==> src/rtl/xlat_cache_pkg.sv <==
package xlat_cache_pkg;
   localparam int VPN_W = 20;
   localparam int PFN_W = 20;
   localparam int BIG_W = 10;
   localparam int PTE_W = 32;
   localparam int LOW_W = VPN_W - BIG_W;

   // positions of fields inside the raw page entry delivered by the walker
   localparam int PB_RW    = 1;
   localparam int PB_USR   = 2;
   localparam int PB_DIRTY = 6;
   localparam int PB_BIG   = 7;
   localparam int PB_GLB   = 8;
   localparam int PB_FRAME = 12;

   typedef struct packed {
      logic             valid;
      logic [VPN_W-1:0] vpn;
      logic [PFN_W-1:0] pfn;
      logic             rw;
      logic             usr;
      logic             dirty;
      logic             glob;
      logic             big;
   } xlat_ent_t;

   function automatic xlat_ent_t decode_pte(input logic [VPN_W-1:0] vpn,
                                            input logic [PTE_W-1:0] pte);
      xlat_ent_t e;
      e.valid = 1'b1;
      e.vpn   = vpn;
      e.pfn   = pte[PB_FRAME +: PFN_W];
      e.rw    = pte[PB_RW];
      e.usr   = pte[PB_USR];
      e.dirty = pte[PB_DIRTY];
      e.glob  = pte[PB_GLB];
      e.big   = pte[PB_BIG];
      return e;
   endfunction

   function automatic logic upper_eq(input logic [VPN_W-1:0] a,
                                     input logic [VPN_W-1:0] b);
      return a[VPN_W-1 -: BIG_W] == b[VPN_W-1 -: BIG_W];
   endfunction

   // does entry e translate page number v
   function automatic logic covers(input xlat_ent_t e, input logic [VPN_W-1:0] v);
      return e.valid && (e.big ? upper_eq(e.vpn, v) : (e.vpn == v));
   endfunction

   // would a new page (v, big) overlap entry e
   function automatic logic overlaps(input xlat_ent_t e, input logic [VPN_W-1:0] v,
                                     input logic big);
      return e.valid && ((e.big || big) ? upper_eq(e.vpn, v) : (e.vpn == v));
   endfunction
endpackage

==> src/rtl/xlat_entry.sv <==
module xlat_entry
   import xlat_cache_pkg::*;
(
   input  logic             clk,
   input  logic             rst_n,
   input  logic [VPN_W-1:0] lk_vpn,
   input  logic             flush,
   input  logic             inv_en,
   input  logic [VPN_W-1:0] inv_vpn,
   input  logic             fill_en,
   input  logic [VPN_W-1:0] fill_vpn,
   input  logic             fill_big,
   input  logic             wr_sel,
   input  xlat_ent_t        wr_ent,
   output xlat_ent_t        ent,
   output logic             lk_match,
   output logic             busy
);
   xlat_ent_t ent_q;
   logic      inv_hit;
   logic      ovl_hit;
   logic      flush_hit;

   assign ent       = ent_q;
   assign lk_match  = covers(ent_q, lk_vpn);
   assign inv_hit   = inv_en && covers(ent_q, inv_vpn);
   assign ovl_hit   = fill_en && overlaps(ent_q, fill_vpn, fill_big);
   assign flush_hit = flush && ent_q.valid && !ent_q.glob;
   // occupancy once maintenance and overlap clearing are applied
   assign busy      = ent_q.valid && !inv_hit && !ovl_hit && !flush_hit;

   always_ff @(posedge clk) begin
      if (!rst_n)      ent_q       <= '0;
      else if (wr_sel) ent_q       <= wr_ent;
      else             ent_q.valid <= busy;
   end

   // a global entry is kept across a base-register write
   a_r5_global_kept: assert property (@(posedge clk) disable iff (!rst_n)
      (ent_q.valid && ent_q.glob && flush && !inv_hit && !ovl_hit && !wr_sel)
      |=> (ent_q.valid && ent_q.glob));
   // a local entry is dropped by a base-register write
   a_r5_local_dropped: assert property (@(posedge clk) disable iff (!rst_n)
      (flush && !ent_q.glob && !wr_sel) |=> !ent_q.valid);
   // a targeted invalidate drops the entry
   a_r6_inv_dropped: assert property (@(posedge clk) disable iff (!rst_n)
      (inv_hit && !wr_sel) |=> !ent_q.valid);
   // without maintenance or writes the entry holds its contents
   a_r6_idle_stable: assert property (@(posedge clk) disable iff (!rst_n)
      (!flush && !inv_en && !fill_en) |=> $stable(ent_q));
endmodule

==> src/rtl/xlat_victim.sv <==
module xlat_victim #(
   parameter int N = 8
) (
   input  logic         clk,
   input  logic         rst_n,
   input  logic         fill_en,
   input  logic [N-1:0] busy,
   output logic [N-1:0] sel
);
   localparam int PW = (N > 1) ? $clog2(N) : 1;
   localparam logic [PW-1:0] LAST = PW'(N - 1);

   logic [PW-1:0] rr_q;
   logic [N-1:0]  first_free;
   logic          any_free;
   logic          adv;

   assign any_free = ~&busy;
   assign adv      = fill_en && !any_free;

   always_comb begin
      first_free = '0;
      for (int i = N - 1; i >= 0; i--) begin
         if (!busy[i]) begin
            first_free    = '0;
            first_free[i] = 1'b1;
         end
      end
   end

   always_comb begin
      sel = '0;
      if (fill_en) begin
         if (any_free) sel = first_free;
         else          sel[rr_q] = 1'b1;
      end
   end

   always_ff @(posedge clk) begin
      if (!rst_n)   rr_q <= '0;
      else if (adv) rr_q <= (rr_q == LAST) ? '0 : rr_q + 1'b1;
   end

   a_r7_ptr_range: assert property (@(posedge clk) disable iff (!rst_n)
      rr_q <= LAST);
   a_r7_ptr_hold: assert property (@(posedge clk) disable iff (!rst_n)
      !adv |=> $stable(rr_q));
   a_r7_one_slot: assert property (@(posedge clk) disable iff (!rst_n)
      fill_en |-> $onehot(sel));
   a_r7_no_sel_idle: assert property (@(posedge clk) disable iff (!rst_n)
      !fill_en |-> (sel == '0));
endmodule

==> src/rtl/xlat_hitmux.sv <==
module xlat_hitmux
   import xlat_cache_pkg::*;
#(
   parameter int N = 8
) (
   input  logic [N-1:0]     match,
   input  xlat_ent_t        ents [N],
   input  logic [VPN_W-1:0] lk_vpn,
   input  logic             lk_wr,
   output logic             lk_hit,
   output logic [PFN_W-1:0] lk_pfn,
   output logic             lk_rw,
   output logic             lk_usr,
   output logic             lk_big
);
   xlat_ent_t pick;

   always_comb begin
      pick = '0;
      for (int i = 0; i < N; i++) begin
         if (match[i]) pick = pick | ents[i];
      end
   end

   assign lk_hit = (|match) && !(lk_wr && !pick.dirty);
   assign lk_pfn = pick.big ? {pick.pfn[PFN_W-1 -: BIG_W], lk_vpn[LOW_W-1:0]} : pick.pfn;
   assign lk_rw  = pick.rw;
   assign lk_usr = pick.usr;
   assign lk_big = pick.big;
endmodule

==> src/rtl/xlat_cache.sv <==
module xlat_cache
   import xlat_cache_pkg::*;
#(
   parameter int ENTRIES = 8
) (
   input  logic             clk,
   input  logic             rst_n,
   input  logic [19:0]      lk_vpn,
   input  logic             lk_wr,
   output logic             lk_hit,
   output logic [19:0]      lk_pfn,
   output logic             lk_rw,
   output logic             lk_usr,
   output logic             lk_big,
   input  logic             fill_en,
   input  logic [19:0]      fill_vpn,
   input  logic [31:0]      fill_pte,
   input  logic             base_wr,
   input  logic             inv_en,
   input  logic [19:0]      inv_vpn
);
   generate
      if (ENTRIES < 2) begin : g_bad_entries
         $error("xlat_cache: ENTRIES must be at least 2");
      end
      if (VPN_W != 20 || PFN_W != 20 || PTE_W != 32) begin : g_bad_widths
         $error("xlat_cache: port widths disagree with package");
      end
   endgenerate

   xlat_ent_t            new_ent;
   xlat_ent_t            ents  [ENTRIES];
   logic [ENTRIES-1:0]   match;
   logic [ENTRIES-1:0]   busy;
   logic [ENTRIES-1:0]   sel;
   logic [ENTRIES-1:0]   valid_v;
   logic [ENTRIES-1:0]   glob_v;

   assign new_ent = decode_pte(fill_vpn, fill_pte);

   for (genvar g = 0; g < ENTRIES; g++) begin : g_slot
      xlat_entry u_ent (
         .clk      (clk),
         .rst_n    (rst_n),
         .lk_vpn   (lk_vpn),
         .flush    (base_wr),
         .inv_en   (inv_en),
         .inv_vpn  (inv_vpn),
         .fill_en  (fill_en),
         .fill_vpn (fill_vpn),
         .fill_big (new_ent.big),
         .wr_sel   (sel[g]),
         .wr_ent   (new_ent),
         .ent      (ents[g]),
         .lk_match (match[g]),
         .busy     (busy[g])
      );
      assign valid_v[g] = ents[g].valid;
      assign glob_v[g]  = ents[g].glob;
   end

   xlat_victim #(.N(ENTRIES)) u_victim (
      .clk     (clk),
      .rst_n   (rst_n),
      .fill_en (fill_en),
      .busy    (busy),
      .sel     (sel)
   );

   xlat_hitmux #(.N(ENTRIES)) u_mux (
      .match  (match),
      .ents   (ents),
      .lk_vpn (lk_vpn),
      .lk_wr  (lk_wr),
      .lk_hit (lk_hit),
      .lk_pfn (lk_pfn),
      .lk_rw  (lk_rw),
      .lk_usr (lk_usr),
      .lk_big (lk_big)
   );

   // no lookup ever sees two matching entries
   a_r10_single_match: assert property (@(posedge clk) disable iff (!rst_n)
      $onehot0(match));
   // after a flush with no fill, only global entries remain
   a_r5_only_global_left: assert property (@(posedge clk) disable iff (!rst_n)
      (base_wr && !fill_en) |=> ((valid_v & ~glob_v) == '0));
   // a fill is present in the cycle after, whatever maintenance came with it
   a_r9_fill_lands: assert property (@(posedge clk) disable iff (!rst_n)
      fill_en |=> (valid_v != '0));
   // a write lookup never hits without a match
   a_r4_hit_needs_match: assert property (@(posedge clk) disable iff (!rst_n)
      lk_hit |-> (match != '0));
endmodule

==> config.mk <==
export PLATFORM = sky130hd
export DESIGN_NAME = xlat_cache
export DESIGN_NICKNAME = d
export VERILOG_FILES = /design/src/rtl/xlat_cache_pkg.sv /design/src/rtl/xlat_entry.sv /design/src/rtl/xlat_victim.sv /design/src/rtl/xlat_hitmux.sv /design/src/rtl/xlat_cache.sv
export SDC_FILE = /design/constraint.sdc
export NUM_CORES = 1
export LEC_CHECK = 0
export BUFFER_PORTS_ARGS = -buffer_cell sky130_fd_sc_hd__buf_2
export CAP_MARGIN = 40
export CORE_MARGIN = 3
export CORE_UTILIZATION = 45
export CTS_CLUSTER_DIAMETER = 150
export CTS_CLUSTER_SIZE = 14
export DETAILED_ROUTE_END_ITERATION = 8
export MAX_ROUTING_LAYER = met4
export PLACE_DENSITY = 0.62
export SLEW_MARGIN = 40
export SYNTH_ARGS = -nofsm -noshare
export SYNTH_HDL_FRONTEND = slang
export SYNTH_SLANG_ARGS = --single-unit
export TNS_END_PERCENT = 1
==> constraint.sdc <==
create_clock -name clk -period 7.3 [get_ports clk]
set_input_delay 1.46 -clock clk [delete_from_list [all_inputs] [get_ports clk]]
set_output_delay 1.46 -clock clk [all_outputs]
set_load 0.05 [all_outputs]
==> summary.txt <==
starting density of the core -> 0.462
worst reg2reg path depth -> 9
dpl cells -> 2792
Syn-to-layout area delta -> 6.53%
setup violators final -> 0
commonest non-fill, non-tap cells in the layout -> dfxtp_1 (371), nand2_1 (367), xnor2_1 (361)
Cell Chain, Critical Path -> buf_2 -> xnor2_1 -> nand4_1 -> nor3_1 -> o21a_1 -> buf_4 -> a22o_1 -> a221oi_1 -> nand3_1 -> buf_2
Chip Width -> 220 um
Seq. cell area -> 7430 um2
vias in the first global route -> 16600
Max FO, Critical Path -> 13
synthesized area per cell -> 9.22 um2
skew final -> 0.0225 ns
total grt overflow -> 0
GR Util All Layers -> 0.292
Tmin final -> 5.84 ns
crit-path most repeated cell -> buf_2
Min-Delay Startpoint -> g_slot[1].u_ent.ent[5]
Critical Path Slowest Stage Cell -> o21a_1
Iteration-0 DRC Markers -> 1686
core region area -> 44800 um2
largest net degree at the start of global routing -> 166
worst path required time -> 5.84 ns
Setup crit start kind -> input pin
H-tree levels -> 1
status -> complete, no violations
Synth Register Bits -> 371
worst-margin pin slew -> 0.833 ns
Synth area leaders -> dfxtp_1 (36%), mux2i_1 (15%), xnor2_1 (15%)
Clock Pin Slew Worst Setup and Hold Paths -> 0.06 ns
setup slack, reg-to-reg -> 3.29 ns
maxcap violations -> 0
DP Wirelength -> 45700 um
IO Pins -> 122
Worst R2R Start -> g_slot[1].u_ent.ent[27]
max-slew violations -> 0
Crit. End Element -> output port
RSZ-0062 raised after global routing -> no
post-synthesis cell area -> 20700 um2
row count -> 77
nets -> 2332
Hold Crit Class -> reg2reg
Crit Path Class -> in2out
top cell type's share of synthesized area -> 0.359
ys flop type -> dfxtp_1
Worst slew margin -> 0.440
terminus of the critical flop-to-flop path -> g_slot[6].u_ent.ent[44]
clk sink count -> 371
port bufs -> 114
area leader, netlist -> dfxtp_1
setup TNS -> 0 ns
setup bufs post-CTS -> 0
Critical Path AT -> 4.38 ns
Worst Hold Path EP -> g_slot[1].u_ent.ent[5]
Vias/cell -> 6.03
static leakage -> 8.91 nW
Die Ht -> 220 um
Post-synth EDFFs -> 0
maximum vdd drop -> 0.164 mV
Die ar. -> 48600 um2
buffer depth of the longest clock path -> 3
final core utilization -> 0.492
share of layout cells above drive strength 1 -> 0.0918
Placer Congestion -> 1.00
CTS buffer count -> 30
commonest non-fill, non-tap cell in the layout -> dfxtp_1
clk_lat worst skew -> 0.59 ns
non-filler cells, final -> 2827
initial antenna violation count -> 4
Fillers -> 4200
drt pass-1 iters -> 6
Ys Warns -> 0
drt drc -> 0
Post-CTS Resized -> 0
post-route antenna net violation count -> 0
via count -> 17000
Seq/Total Area, Yosys -> 0.359
Clock Tree Root -> clkbuf_16
CTS tree -> yes
total length of routed wires -> 69900 um
hold depth -> 2
Hold Vio Cnt, Final -> 0
syn_nets -> 2344
first-pass GRT wire length -> 105000 um
ys async rst share -> 0
area of the multi-input gates -> 12300 um2
Post-Synthesis Cells -> 2244
pwr dens -> 183 nW/um2
Hold Buf Count CTS -> 0
Wirelength per Cell -> 24.7 um
Max stage delay on crit path -> 0.73 ns
period utilisation layout -> 0.800
distinct cell type count after synthesis -> 60
fmax -> 171 MHz
## synthesized netlist by cell type, types with 2 or more instances
master / n
and2_1: 3
o211ai_1: 3
a22o_1: 25
dfxtp_1: 371
mux2i_1: 317
ha_1: 2
o21ai_0: 19
xnor2_1: 361
nor4_1: 38
o22ai_1: 6
a41oi_1: 8
a31oi_1: 5
buf_4: 39
clkbuf_1: 93
buf_1: 2
mux2_2: 8
nor2_1: 16
xor2_1: 119
nand3_1: 93
nand2_1: 367
inv_1: 3
nor3_1: 19
buf_6: 26
o21ai_1: 37
a221oi_1: 25
o21a_1: 6
buf_8: 4
a21oi_1: 52
nand4_1: 76
nand3b_1: 2
a22oi_1: 45
or3_1: 8
o41ai_4: 3
buf_2: 16
nor2b_1: 2
## worst max path at each step
stage | from | to | slack (ns) | cells past startpoint
2_1_floorplan | lk_vpn[3] | lk_pfn[3] | 1.67 | 8
3_3_place_gp | lk_vpn[8] | lk_pfn[18] | 1.25 | 10
3_5_place_dp | lk_vpn[9] | lk_pfn[18] | 1.54 | 10
4_1_cts | lk_vpn[10] | lk_pfn[11] | 1.55 | 10
5_1_grt | lk_vpn[2] | lk_pfn[18] | 1.43 | 10
6_report | lk_vpn[10] | lk_pfn[11] | 1.46 | 10
## critical path, delay by kind of cell
family          cells  cell delay, ns
buf+inv             3            0.99
xor+xnor            1            0.17
simple gates        3            0.78
compound gates      3            0.96
## where the power goes
group / total (mW) / internal, mW / switching [mW]
Combinational: 0.468 / 0.169 / 0.299
Sequential: 2.09 / 2.06 / 0.0358
Clock: 1.47 / 0.727 / 0.748
Total: 4.03 / 2.95 / 1.08
## layout make-up
type,instances,area share
repair buffers,136,0.0368
inverters,4,0.000852
diodes,3,0.000341
flip-flops and latches,371,0.337
clock inverters,2,0.00114
multi-input cells,1689,0.556
well taps,592,0.0336
clock buffers,30,0.0341
## logic make-up after synthesis
group                    share of synthesized area
adder cells (fa/ha/maj)                    0.00121
flip-flops                                   0.359
AO/OA/AOI/OAI                               0.0847
XOR/XNOR                                     0.203
AND/OR/NAND/NOR                              0.141
buffers and inverters                       0.0531
multiplexers                                 0.158
## registers in the layout, indices dropped and copies added (netlist names)
register and count:
u_victim.rr_q 3, g_slot.u_ent.ent 368
## metal layers
| metal | share of wire | vias up | GRT usage |
|---|---|---|---|
| met2 | 0.44 | 757 | 0.438 |
| met4 | 0.030 | 0 | 0.0820 |
| met5 | 0 | - | - |
| met3 | 0.084 | 150 | 0.0456 |
| li1 | - | 7701 | - |
| met1 | 0.45 | 8438 | 0.408 |
## per-stage QoR
step	area [um2]	hold WS, ns	power (mW)	worst slack, ns
floorplan	20700	0.432	2.46	1.67
detailed placement	21300	0.450	2.59	1.54
global route	22000	0.475	4.16	1.43
finish	22000	0.456	4.03	1.46
global placement	21200	0.441	2.58	1.25
CTS	22000	0.460	4.05	1.55
Power figures use the tool's default switching activity.
